<file path="src/rtl/dnport_pkg.sv">
package dnport_pkg;
   localparam int WORD_W  = 32;
   localparam int B_CONN  = 0;
   localparam int B_EN    = 1;
   localparam int B_OC    = 3;
   localparam int B_RST   = 4;
   localparam int LS_LO   = 5;
   localparam int LS_W    = 4;
   localparam int B_PWR   = 9;
   localparam int SPD_LO  = 10;
   localparam int SPD_W   = 4;
   localparam int IND_LO  = 14;
   localparam int IND_W   = 2;
   localparam int B_LSTRB = 16;
   localparam int FLG_LO  = 17;
   localparam int FLG_N   = 7;
   localparam int WAKE_LO = 25;
   localparam int WAKE_W  = 3;
   localparam int B_RMV   = 30;
   localparam int B_WARM  = 31;

   // index of each change flag inside the flag vector (bit FLG_LO + index)
   typedef enum logic [2:0] {
      F_CONN = 3'd0,
      F_EN   = 3'd1,
      F_WARM = 3'd2,
      F_OC   = 3'd3,
      F_RST  = 3'd4,
      F_LINK = 3'd5,
      F_CFG  = 3'd6
   } flag_idx_e;

   typedef struct packed {
      logic              pwr;
      logic [IND_W-1:0]  ind;
      logic [WAKE_W-1:0] wake;
   } ctl_t;
endpackage

</file>
<file path="src/rtl/dnport_chg_flags.sv">
module dnport_chg_flags #(
   parameter int N = 7
) (
   input  logic         clk,
   input  logic         rst,
   input  logic [N-1:0] set_i,
   input  logic [N-1:0] clr_i,
   output logic [N-1:0] flags_o
);
   for (genvar i = 0; i < N; i++) begin : g_flag
      logic q;
      always_ff @(posedge clk) begin
         if (rst)           q <= 1'b0;
         else if (set_i[i]) q <= 1'b1;
         else if (clr_i[i]) q <= 1'b0;
      end
      assign flags_o[i] = q;
   end
endmodule

</file>
<file path="src/rtl/dnport_link_state.sv">
module dnport_link_state #(
   parameter int W       = 4,
   parameter int RST_VAL = 0
) (
   input  logic         clk,
   input  logic         rst,
   input  logic         sw_wr,
   input  logic         sw_strobe,
   input  logic [W-1:0] sw_val,
   input  logic         hw_upd,
   input  logic [W-1:0] hw_val,
   output logic [W-1:0] state_o
);
   localparam logic [W-1:0] RV = W'(RST_VAL);
   logic [W-1:0] st_q;
   always_ff @(posedge clk) begin
      if (rst)                     st_q <= RV;
      else if (hw_upd)             st_q <= hw_val;
      else if (sw_wr && sw_strobe) st_q <= sw_val;
   end
   assign state_o = st_q;
endmodule

</file>
<file path="src/rtl/dnport_reset_seq.sv">
module dnport_reset_seq (
   input  logic clk,
   input  logic rst,
   input  logic start_plain,
   input  logic start_warm,
   input  logic plain_done,
   input  logic warm_done,
   output logic plain_busy,
   output logic warm_busy,
   output logic plain_fin,
   output logic warm_fin
);
   logic pb_q, wb_q;
   always_ff @(posedge clk) begin
      if (rst) begin
         pb_q <= 1'b0;
         wb_q <= 1'b0;
      end else begin
         if (pb_q && plain_done) pb_q <= 1'b0;
         else if (start_plain)   pb_q <= 1'b1;
         if (wb_q && warm_done)  wb_q <= 1'b0;
         else if (start_warm)    wb_q <= 1'b1;
      end
   end
   assign plain_busy = pb_q;
   assign warm_busy  = wb_q;
   // completion marks the 1-to-0 transition of the busy bit at this edge
   assign plain_fin  = pb_q && plain_done;
   assign warm_fin   = wb_q && warm_done;
endmodule

</file>
<file path="src/rtl/dnport_status_ctrl.sv">
module dnport_status_ctrl #(
   parameter int POWER_SWITCH  = 1,
   parameter int HAS_INDICATOR = 1,
   parameter int POWER_RESET   = 1,
   parameter int LINK_RESET    = 0
) (
   input  logic        clk,
   input  logic        rst,
   input  logic        reg_wr,
   input  logic [31:0] reg_wdata,
   output logic [31:0] reg_rdata,
   input  logic        port_connect,
   input  logic        port_oc,
   input  logic        port_removable,
   input  logic [3:0]  port_speed,
   input  logic        link_upd,
   input  logic [3:0]  link_val,
   input  logic        rst_done,
   input  logic        warm_done,
   input  logic        cfg_err,
   output logic        reset_req,
   output logic        warm_req,
   output logic        port_change
);
   import dnport_pkg::*;

   if (POWER_RESET != 0 && POWER_RESET != 1) begin : g_bad_pwr
      $error("POWER_RESET must be 0 or 1");
   end
   if (LINK_RESET < 0 || LINK_RESET >= (1 << LS_W)) begin : g_bad_link
      $error("LINK_RESET does not fit the link-state field");
   end
   if (POWER_SWITCH != 0 && POWER_SWITCH != 1) begin : g_bad_sw
      $error("POWER_SWITCH must be 0 or 1");
   end

   localparam logic PWR_RV = (POWER_RESET != 0);

   // ---------------- live status sampling ----------------
   logic conn_q, oc_q, rmv_q, en_q;
   logic [SPD_W-1:0] spd_q;
   logic conn_chg, oc_chg, lose, en_drop, sw_dis;
   logic plain_busy, warm_busy, plain_fin, warm_fin, any_fin;

   assign conn_chg = port_connect ^ conn_q;
   assign oc_chg   = port_oc ^ oc_q;
   assign lose     = !port_connect || port_oc;
   assign en_drop  = en_q && lose;
   assign sw_dis   = reg_wr && reg_wdata[B_EN];
   assign any_fin  = (plain_fin || warm_fin) && !lose;

   always_ff @(posedge clk) begin
      if (rst) begin
         conn_q <= 1'b0;
         oc_q   <= 1'b0;
         rmv_q  <= 1'b0;
         en_q   <= 1'b0;
         spd_q  <= '0;
      end else begin
         conn_q <= port_connect;
         oc_q   <= port_oc;
         rmv_q  <= port_removable;
         if (en_drop)      en_q <= 1'b0;
         else if (sw_dis)  en_q <= 1'b0;
         else if (any_fin) en_q <= 1'b1;
         if (!port_connect)                   spd_q <= '0;
         else if (plain_fin || warm_fin)      spd_q <= port_speed;
      end
   end

   // ---------------- reset sequencing ----------------
   dnport_reset_seq u_rseq (
      .clk         (clk),
      .rst         (rst),
      .start_plain (reg_wr && reg_wdata[B_RST]),
      .start_warm  (reg_wr && reg_wdata[B_WARM]),
      .plain_done  (rst_done),
      .warm_done   (warm_done),
      .plain_busy  (plain_busy),
      .warm_busy   (warm_busy),
      .plain_fin   (plain_fin),
      .warm_fin    (warm_fin)
   );

   // ---------------- link state ----------------
   logic [LS_W-1:0] ls;
   dnport_link_state #(.W(LS_W), .RST_VAL(LINK_RESET)) u_link (
      .clk       (clk),
      .rst       (rst),
      .sw_wr     (reg_wr),
      .sw_strobe (reg_wdata[B_LSTRB]),
      .sw_val    (reg_wdata[LS_LO +: LS_W]),
      .hw_upd    (link_upd),
      .hw_val    (link_val),
      .state_o   (ls)
   );

   // ---------------- change flags ----------------
   logic [FLG_N-1:0] fset, fclr, flags;
   always_comb begin
      fset         = '0;
      fset[F_CONN] = conn_chg;
      fset[F_EN]   = en_drop;
      fset[F_WARM] = warm_fin;
      fset[F_OC]   = oc_chg;
      fset[F_RST]  = plain_fin;
      fset[F_LINK] = link_upd;
      fset[F_CFG]  = cfg_err;
   end
   assign fclr = reg_wr ? reg_wdata[FLG_LO +: FLG_N] : '0;

   dnport_chg_flags #(.N(FLG_N)) u_flags (
      .clk     (clk),
      .rst     (rst),
      .set_i   (fset),
      .clr_i   (fclr),
      .flags_o (flags)
   );

   // ---------------- software control fields ----------------
   ctl_t ctl;
   logic [WAKE_W-1:0] wake_q;
   always_ff @(posedge clk) begin
      if (rst)         wake_q <= '0;
      else if (reg_wr) wake_q <= reg_wdata[WAKE_LO +: WAKE_W];
   end
   assign ctl.wake = wake_q;

   if (POWER_SWITCH != 0) begin : g_pwr_rw
      logic pwr_q;
      always_ff @(posedge clk) begin
         if (rst)         pwr_q <= PWR_RV;
         else if (reg_wr) pwr_q <= reg_wdata[B_PWR];
      end
      assign ctl.pwr = pwr_q;
   end else begin : g_pwr_fixed
      assign ctl.pwr = 1'b1;
   end

   if (HAS_INDICATOR != 0) begin : g_ind_rw
      logic [IND_W-1:0] ind_q;
      always_ff @(posedge clk) begin
         if (rst)         ind_q <= '0;
         else if (reg_wr) ind_q <= reg_wdata[IND_LO +: IND_W];
      end
      assign ctl.ind = ind_q;
   end else begin : g_ind_none
      assign ctl.ind = '0;
   end

   // ---------------- read word ----------------
   always_comb begin
      reg_rdata                      = '0;
      reg_rdata[B_CONN]              = conn_q;
      reg_rdata[B_EN]                = en_q;
      reg_rdata[B_OC]                = oc_q;
      reg_rdata[B_RST]               = plain_busy;
      reg_rdata[LS_LO +: LS_W]       = ls;
      reg_rdata[B_PWR]               = ctl.pwr;
      reg_rdata[SPD_LO +: SPD_W]     = spd_q;
      reg_rdata[IND_LO +: IND_W]     = ctl.ind;
      reg_rdata[FLG_LO +: FLG_N]     = flags;
      reg_rdata[WAKE_LO +: WAKE_W]   = ctl.wake;
      reg_rdata[B_RMV]               = rmv_q;
      reg_rdata[B_WARM]              = warm_busy;
   end

   assign reset_req   = plain_busy;
   assign warm_req    = warm_busy;
   assign port_change = |flags;
endmodule

</file>
<file path="config.mk">
export PLATFORM = sky130hd
export DESIGN_NAME = dnport_status_ctrl
export DESIGN_NICKNAME = d
export VERILOG_FILES = /design/src/rtl/dnport_pkg.sv /design/src/rtl/dnport_chg_flags.sv /design/src/rtl/dnport_link_state.sv /design/src/rtl/dnport_reset_seq.sv /design/src/rtl/dnport_status_ctrl.sv
export SDC_FILE = /design/constraint.sdc
export NUM_CORES = 1
export LEC_CHECK = 0
export CORE_ASPECT_RATIO = 0.75
export CORE_MARGIN = 1
export CORE_UTILIZATION = 26
export DETAILED_ROUTE_END_ITERATION = 16
export DONT_BUFFER_PORTS = 1
export GPL_TIMING_DRIVEN = 0
export SLEW_MARGIN = 5
export SYNTH_ARGS = -nofsm -noshare
export SYNTH_HDL_FRONTEND = slang
export SYNTH_SLANG_ARGS = --single-unit
</file>
<file path="constraint.sdc">
create_clock -name clk -period 3.2 [get_ports clk]
set_clock_uncertainty 0.1 [all_clocks]
set_input_delay 0.64 -clock clk [delete_from_list [all_inputs] [get_ports clk]]
set_output_delay 0.64 -clock clk [all_outputs]
set_load 0.05 [all_outputs]
</file>
# == After elaboration in Yosys (flattened, before gate mapping) ==
# Index checks and enable logic that the tools add are counted.
# totals
reg_bits,27
out_inout_bits,35
input_bits,50
# op_classes
n_reduce_logical,25
bitwise,3
muxes,17
# ops
operator,n
2-bit nonzero test,8
1-bit 2-to-1 mux,14
1-bit logical AND,8
4-bit 2-to-1 mux,2
7-bit 2-to-1 mux,1
7-bit OR reduction,1
2-bit OR reduction,3
3-bit OR reduction,1
1-bit zero test,2
1-bit logical OR,2
1-bit XOR,2
1-bit inverter,1

# == Longest topological paths before layout ==
# Gate-level depths: netlist of run 1.
# depth
word_depth,4
depth_mapped,5

# == By module ==
# A second synthesis of run 1 with hierarchy kept.
# unflattened
hier_cells,140
area_unflattened_um2,1385.1
# by_module_without_submodules
mod,seq_area_each_um2,cells_each,area_per_inst_um2,n_inst
dnport_status_ctrl,280.3,76,703.2,1
dnport_chg_flags,140.1,35,350.3,1
dnport_link_state,80.1,21,246.5,1
dnport_reset_seq,40.0,8,85.1,1

# == Worst setup path before layout of run 1 ==
# OpenSTA, ideal clock, no wires.
# synth_timing
kind,reg-to-output
startpoint,"reg u_rseq.pb_q, in the netlist u_rseq.plain_busy"
endpoint,out reg_rdata[4]
stages_incl_launch_ff,2
required_ns,2.460
t_arrival_ns,0.959
slack_ns,1.501
cell_sequence,dfxtp_1 buf_4
# synth_rtl
element,line,text
start: declaration,dnport_reset_seq.sv:13,"logic pb_q, wb_q;"
start signal: assignment,dnport_reset_seq.sv:16,pb_q <= 1'b0;
start signal: assignment,dnport_reset_seq.sv:19,if (pb_q && plain_done) pb_q <= 1'b0;
start signal: assignment,dnport_reset_seq.sv:20,else if (start_plain) pb_q <= 1'b1;
end: declaration,dnport_status_ctrl.sv:11,"output logic [31:0] reg_rdata,"
# No word-level cell between the ends.

# == Final worst setup path of run 1 ==
# layout_timing
startpoint,"reg u_rseq.wb_q, in the netlist u_rseq.warm_busy"
endpoint,out reg_rdata[31]
# layout_rtl
element,line,text
start: declaration,dnport_reset_seq.sv:13,
start signal: assignment,dnport_reset_seq.sv:17,wb_q <= 1'b0;
start signal: assignment,dnport_reset_seq.sv:21,if (wb_q && warm_done) wb_q <= 1'b0;
start signal: assignment,dnport_reset_seq.sv:22,else if (start_warm) wb_q <= 1'b1;
# No word-level cell between the ends.

==> results.cfg, run 1 <==
[routing]
ant_nets = 0
via_per_inst = 4.38
drt_drc_violations_left = 0
vias = 859
drt-wirelength-per-cell_um = 13.8
drt_iter0_drc = 10
routed_wl_um = 2700
dr.pass1.iters = 4

[clock_tree]
cts_setup_buffers = 0
ctsHoldBuffers = 0
clk_pin_slew_ps = 90
clock-sinks = 27
cts_root_buf = clkbuf_8
cts_tree = built
numCtsBuffers = 3
cts_resized = 0
clock_latency_ps = 270
cts.path.max_buffers = 2
h-tree-depth = 1

[layout]
num-fill-cells = 491
final_util = 0.306
final_common_cell = dfxtp_1
finish.net_count = 190
layout-drive-gt1-share = 0.266
antennaDiodeCount = 0
most-common-layout-cells = dfxtp_1, buf_4, nor2_1, nand2_1, mux2i_1
syn_to_final_growth_pct = 10.5

[worst_setup_path]
ff2ff_path_depth = 4
slowest_delay_ps = 730
r2r_end = en_q
timing.critical_path.max_delay_family = flip-flops
crit_slowest_cell = dfxtp_1
cp_data_required_time_ps = 2460
crit_buf_inv = 1
r2r-start = u_rseq.warm_busy
end_kind = primary output
crit_arrival_ps = 1310
worst-path-max-fanout = 5
reg2reg_slack_ps = 1530
crit_chain = buf_4
critPathKind = flop to primary output
critPathLaunchType = flop

[sta]
period_minus_slack_ps = 2050
slew_violations = 0
fmax_ghz = 0.488
rsz0062_at_grt = no
max-slew-margin-rel = 0.581
worst_slew_pin_slew_ps = 628
setup_viol = 0
timing.setup.tns_ps = 0
fin_worst_hold_slack_ps = 319
hold_viol = 0
final.period_utilization = 0.641

[grt]
grt_max_degree = 16
grtUsageTotal = 0.108
antenna_found_initial = 0
grt_pass1_wl_um = 4070
grt_pass1_vias = 813
overflow = 0

[floorplanning]
coreArea_sq_um = 4550
die_area_sq_um = 5130
die_x_um = 82.3
die_y_um = 62.3
io_pins = 85
start_util = 0.277
rows = 21

[placed_design]
detailed_place_hpwl_um = 2130
gp_congestion = 0.650
io_buffers = 0

[yosys]
synth_top_cell_area_share = 0.429
synth_top_family_by_area = buffers and inverters
syn-cell-area_sq_um = 1260
syn_avg_cell_area_sq_um = 9.61
synth_xor_area_frac = 0.0139
yosys_warnings = 0
synthMuxAreaShare = 0.0895
syn_inst = 131
ys_seq_elements = 27
synth-simple-area-share = 0.140
synth_compound_area_frac = 0.151
synth_top_cell_by_area = dfxtp_1
synthAdderAreaFrac = 0
synth_area_leaders = dfxtp_1, buf_4, mux2i_1
synth.distinct_cells = 26
synth-seq-area-share = 0.429

[job]
maxCapViolCount = 0

[power_and_ir_drop]
powerDensity_nw_per_um2 = 524
leakagePower_nw = 0.585
ir_worst_vdd_mv = 0.195
power_w = 0.000730

[worst_hold_path]
min_to = en_q
hold_depth = 1
hold_start = port_oc
hold_class = primary input to flop

[status]
status = finished clean
==> metrics by stage <==
step | setup WS [ps] | instance area, sq um | std cells
3_3_place_gp | 1460 | 1350 | 192
5_1_grt | 1100 | 1390 | 196
6_report | 1150 | 1390 | 196
4_1_cts | 1140 | 1390 | 196
2_1_floorplan | 1500 | 1270 | 135
3_5_place_dp | 1450 | 1350 | 192
==> logic make-up (layout without fill, tap and decap cells) <==
logic type | count (synthesis) | count (layout)
compound gates | 19 | 19
xor+xnor | 2 | 2
buf+inv | 31 | 35
flops | 27 | 27
mux | 11 | 11
other cells | 1 | 5
simple gates | 40 | 40
==> worst max path at each step <==
| stage | startpoint | to | slack [ps] | depth (start not counted) |
|---|---|---|---|---|
| after global placement | u_rseq.warm_busy | reg_rdata[31] | 1460 | 1 |
| after CTS | u_rseq.warm_busy | reg_rdata[31] | 1140 | 1 |
| after detailed placement | u_rseq.warm_busy | reg_rdata[31] | 1450 | 1 |
| after global routing | u_flags.g_flag[4].q | port_change | 1100 | 2 |
| final | u_rseq.warm_busy | reg_rdata[31] | 1150 | 1 |
| after floorplan | u_rseq.plain_busy | reg_rdata[4] | 1500 | 1 |
==> synth_stat cells <==
cell type / instances
a2111oi_2: 4
a2111oi_4: 1
a211o_1: 1
a211oi_1: 2
a211oi_2: 2
a21oi_1: 5
a22o_1: 1
a22oi_1: 2
buf_1: 1
buf_4: 19
buf_6: 4
clkbuf_1: 1
conb_1: 1
dfxtp_1: 27
inv_1: 6
mux2_2: 2
mux2i_1: 9
nand2_1: 12
nand2b_1: 1
nor2_1: 17
nor2_4: 1
nor2b_1: 3
nor3_1: 5
nor4_1: 1
o21ai_0: 1
xor2_1: 2
==> registers in the layout, summed over array words and instances, names as in the netlist <==
name / count
u_flags.g_flag.q: 7
conn_q: 1
rmv_q: 1
u_link.state_o: 4
spd_q: 4
g_ind_rw.ind_q: 2
en_q: 1
u_rseq.warm_busy: 1
oc_q: 1
wake_q: 3
g_pwr_rw.pwr_q: 1
u_rseq.plain_busy: 1
==> metal layers <==
| layer | vias to the layer above | GRT usage | wire, um |
|---|---|---|---|
| met5 | - | 0 | 0 |
| li1 | 439 | - | - |
| met1 | 381 | 0.139 | 1230 |
| met3 | 2 | 0.0544 | 298 |
| met4 | 0 | 0.0132 | 4 |
| met2 | 37 | 0.166 | 1160 |
==> cell type report <==
class / instances / area (sq um) / area share
plain buffers: 25 / 195 / 0.140
multi-input cells: 77 / 515 / 0.371
well taps: 57 / 71.3 / 0.0513
inverters: 6 / 22.5 / 0.0162
clock buffers: 3 / 41.3 / 0.0297
clock inverters: 1 / 5.00 / 0.00360
flip-flops and latches: 27 / 541 / 0.388
==> report_power, final <==
| part | switching, W | leakage, nW | internal, W |
|---|---|---|---|
| Combinational | 0.0000889 | 0.337 | 0.0000474 |
| Sequential | 0.0000492 | 0.223 | 0.000354 |
| Clock | 0.000103 | 0.0255 | 0.0000871 |
(Power assumes the default switching activity.)
==> run 2: changes to the inputs <==
clock period = 1.7 ns   (was 3.2 ns; I/O delays follow)
==> run 2 against run 1 <==
Net effect: sequential power grew 88%; clock power grew 88%; non-clock buffer count grew 1; cell count grew 0.51%; register-to-register slack lost 1300 ps; critical path type unchanged; flip-flop and latch count is the same; critical endpoint is now port_change.
==> results.cfg, run 2 (synthesis gave the netlist of run 1 again) <==
[status]
status = finished clean

[power_and_ir_drop]
power_w = 0.00138
ir_worst_vdd_mv = 0.367
powerDensity_nw_per_um2 = 977
leakagePower_nw = 0.592

[worst_setup_path]
cp_data_required_time_ps = 1260
critPathLaunchType = flop
crit_arrival_ps = 1150
critPathKind = flop to primary output
end_kind = primary output
worst-path-max-fanout = 3

[routing]
ant_nets = 0
drt-wirelength-per-cell_um = 13.8
vias = 863
highest_layer = met4
route.met2.wl_um = 1160
via_per_inst = 4.38
routed_wl_um = 2720
drt_iter0_drc = 9
wl_met1_um = 1240
dr.pass1.iters = 4
drt_drc_violations_left = 0
wl_met3_um = 302

[placed_design]
detailed_place_hpwl_um = 2130
gp_congestion = 0.650
io_buffers = 0
place_area_sq_um = 1350

[clock_tree]
numCtsBuffers = 3
clock-sinks = 27
cts_root_buf = clkbuf_8
h-tree-depth = 1
clock_latency_ps = 270
cts.path.max_buffers = 2
cts_tree = built
clk_pin_slew_ps = 90

[worst_hold_path]
hold_class = primary input to flop

[sta]
hold_viol = 0
rsz0062_at_grt = no
setup_viol = 0
timing.setup.tns_ps = 0
worst_slew_pin_slew_ps = 611
fmax_ghz = 0.628
max-slew-margin-rel = 0.593
final.period_utilization = 0.937
period_minus_slack_ps = 1590
slew_violations = 0

[layout]
most-common-layout-cells = dfxtp_1, buf_4, nor2_1, nand2_1, mux2i_1
largest_reg_flops = 7
layout-drive-gt1-share = 0.293
finish.net_count = 191
final_common_cell = dfxtp_1
antennaDiodeCount = 0
final_cell_area_sq_um = 1410
registers.top_by_ff_count = u_flags.g_flag.q
syn_to_final_growth_pct = 12.2

[floorplanning]
io_pins = 85
die_x_um = 82.3
die_area_sq_um = 5130
die_y_um = 62.3
start_util = 0.277
coreArea_sq_um = 4550
rows = 21

[grt]
grt_pass1_wl_um = 4070
grt_pass1_vias = 813
antenna_found_initial = 0
grt_max_degree = 16
overflow = 0
grtUsageTotal = 0.108

[job]
maxCapViolCount = 0
[run 2: cell types whose count changed in the layout (fill, tap and decap cells not counted), sizes merged]
| cell | previous run | this run |
|---|---|---|
| dlygate4sd3 | 0 | 1 |
[run 2: final timing paths]
check / start / endpoint / slack (ps) / cells past startpoint
setup reg to reg: u_rseq.warm_busy / en_q / 260 / 4
hold reg to reg: u_flags.g_flag[1].q / u_flags.g_flag[1].q / 410 / 2
setup / recovery: u_flags.g_flag[4].q / port_change / 110 / 2
hold / removal: rst / u_link.state_o[3] / 30 / 1
[run 2: what timing repair did]
item / in CTS / in global routing
setup endpoints to repair: 3 / 1
hold buffers: 0 / 1
cloned: 0 / 0
hold endpoints to repair: 0 / 1
pin swaps: 0 / 1
buffers inserted: 0 / 0
resized for setup: 3 / 1
[run 2: routing by layer]
| layer | up-vias | track usage |
|---|---|---|
| met4 | 0 | 0.0132 |
| met3 | 2 | 0.0544 |
| met2 | 40 | 0.166 |
| met1 | 383 | 0.139 |
| li1 | 438 | - |
| met5 | - | 0 |
[run 2: through the flow]
step,util,setup WS [ps],cells,hold slack (ps)
after global routing,0.311,23.9,197,8.69
after detailed placement,0.296,52.2,192,306
after global placement,0.296,52.9,192,305
final,0.311,107,197,25.9
after floorplan,-,146,135,304
after CTS,0.307,18.4,196,4.55
[run 2: power by group]
part           internal (W)  total [W]  switching [W]
clock network      0.000164   0.000358       0.000194
registers          0.000668   0.000761      0.0000933
logic             0.0000924   0.000262       0.000169
[run 2: layout make-up]
cell class | instances | area, sq um
multi-input combinational | 77 | 524
clock inverter | 1 | 5.00
tap | 57 | 71.3
sequential | 27 | 543
fill | 488 | 3130
buffer | 25 | 195
inverter | 6 | 22.5
timing repair buffer | 1 | 10.0
clock buffer | 3 | 41.3
[run 2: critical path, stage by stage (launching register included)]
cell,delay [ps]
dfxtp_1,350
nor4_2,300
nand2_2,230
==> run 3: changes to the inputs <==
CORE_ASPECT_RATIO = 2   (was 0.75)
==> run 3 against run 2 <==
Net effect: die area rose by 0.28%; clock power rose by 3%; flip-flop and latch count did not move; routed wire length rose by 3.8%; register-to-register slack got worse by 20 ps; largest cell class unchanged; final area fell by 1.4%; via count rose by 1.5%; critical path depth did not move; critical path type unchanged; worst setup slack got worse by 66 ps; global-route usage rose by 0.63 points; sequential power barely moved; count of clock-buffer cells in the layout rose by 1.
==> results.cfg, run 3 (synthesis gave the netlist of run 1 again) <==
[layout]
layout-drive-gt1-share = 0.281
registers.top_by_ff_count = u_flags.g_flag.q
syn_to_final_growth_pct = 10.6
finish.net_count = 190
stdcell_count = 194
most-common-layout-cells = dfxtp_1, buf_4, nor2_1, nand2_1, mux2i_1
largest_reg_flops = 7
final_common_cell = dfxtp_1
antennaDiodeCount = 0

[sta]
worst_slew_pin_slew_ps = 587
slew_violations = 0
max-slew-margin-rel = 0.609
timing.setup.tns_ps = 0
setup_ws_ps = 41.6
hold_viol = 0
setup_viol = 0
fmax_ghz = 0.603
period_minus_slack_ps = 1660
rsz0062_at_grt = no
fin_worst_hold_slack_ps = 17.4
final.period_utilization = 0.976

[worst_setup_path]
critPathLaunchType = flop
critPathKind = flop to primary output
reg2reg_slack_ps = 240
cp_data_required_time_ps = 1260
startpoint = u_flags.g_flag[4].q
crit_arrival_ps = 1220
worst-path-max-fanout = 3
r2r-start = u_rseq.warm_busy
end_kind = primary output

[routing]
drt-wirelength-per-cell_um = 14.5
drt_drc_violations_left = 0
dr.pass1.iters = 2
drt_iter0_drc = 4
vias = 876
routed_wl_um = 2820
via_per_inst = 4.52
ant_nets = 0

[placed_design]
detailed_place_hpwl_um = 2290
placed_cells = 190
gp_congestion = 0.602
dp_slack_ps = 6.42
io_buffers = 0

[floorplanning]
start_util = 0.271
coreArea_sq_um = 4640
die_x_um = 51.2
rows = 35
io_pins = 85
die_area_sq_um = 5140
die_y_um = 100

[grt]
grt_max_degree = 15
grt_pass1_vias = 907
grtUsageTotal = 0.115
antenna_found_initial = 0
overflow = 0
grt_pass1_wl_um = 4250

[clock_tree]
cts_setup_buffers = 0
h-tree-depth = 1
cts.path.max_buffers = 2
cts_tree = built
clock_latency_ps = 270
numCtsBuffers = 3
clock-sinks = 27
ctsHoldBuffers = 0
cts_root_buf = clkbuf_8
clk_pin_slew_ps = 90

[power_and_ir_drop]
leakagePower_nw = 0.583
ir_worst_vdd_mv = 0.387
power_w = 0.00139
powerDensity_nw_per_um2 = 997

[status]
status = finished clean

[worst_hold_path]
hold_start = port_oc
hold_class = primary input to flop

[job]
maxCapViolCount = 0
[run 3: cell types whose count changed in the layout (fill, tap and decap cells not counted), sizes merged]
cell / before / now
clkbuf: 4 / 5
dlygate4sd3: 1 / 0
clkinv: 1 / 0
[run 3: power by group]
part	total, W	leakage [nW]	switching (W)	internal (W)
clock network	0.000370	0.0228	0.000202	0.000168
logic	0.000258	0.337	0.000168	0.0000898
registers	0.000761	0.223	0.0000929	0.000668
[run 3: layout make-up]
type	instances	area, sq um
fill	531	3250
sequential	27	543
multi-input combinational	77	518
buffer	25	195
tap	55	68.8
clock buffer	4	45.0
inverter	6	22.5
[run 3: path summary, 6_finish.rpt]
kind	end	cells after the start
worst max-delay path	port_change	2
worst min register to register	u_flags.g_flag[1].q	2
worst max register to register	en_q	4
worst min-delay path	en_q	1
[run 3: layer usage]
layer | routed length (um) | vias to the layer above | GRT usage
met1 | 997 | 401 | 0.119
li1 | - | 429 | -
met2 | 1620 | 44 | 0.213
met3 | 167 | 2 | 0.0182
met4 | 32 | 0 | 0.0577
met5 | 0 | - | 0
[run 3: what timing repair did]
| action | in CTS | in global routing |
|---|---|---|
| pin swaps | 0 | 0 |
| gates resized for setup | 2 | 1 |
| hold endpoints to repair | 0 | 0 |
| endpoints found under the setup margin | 3 | 1 |
[run 3: through the flow]
stage / utilization / instance area, sq um
floorplan: - / 1270
global route: 0.300 / 1390
finish: 0.300 / 1390
global placement: 0.289 / 1340
detailed placement: 0.289 / 1340
CTS: 0.299 / 1390
[run 3: worst max-delay path, cell delays in order, from the launching register on]
cell	delay [ps]
dfxtp_1	350
nor4_1	340
nand2_2	260
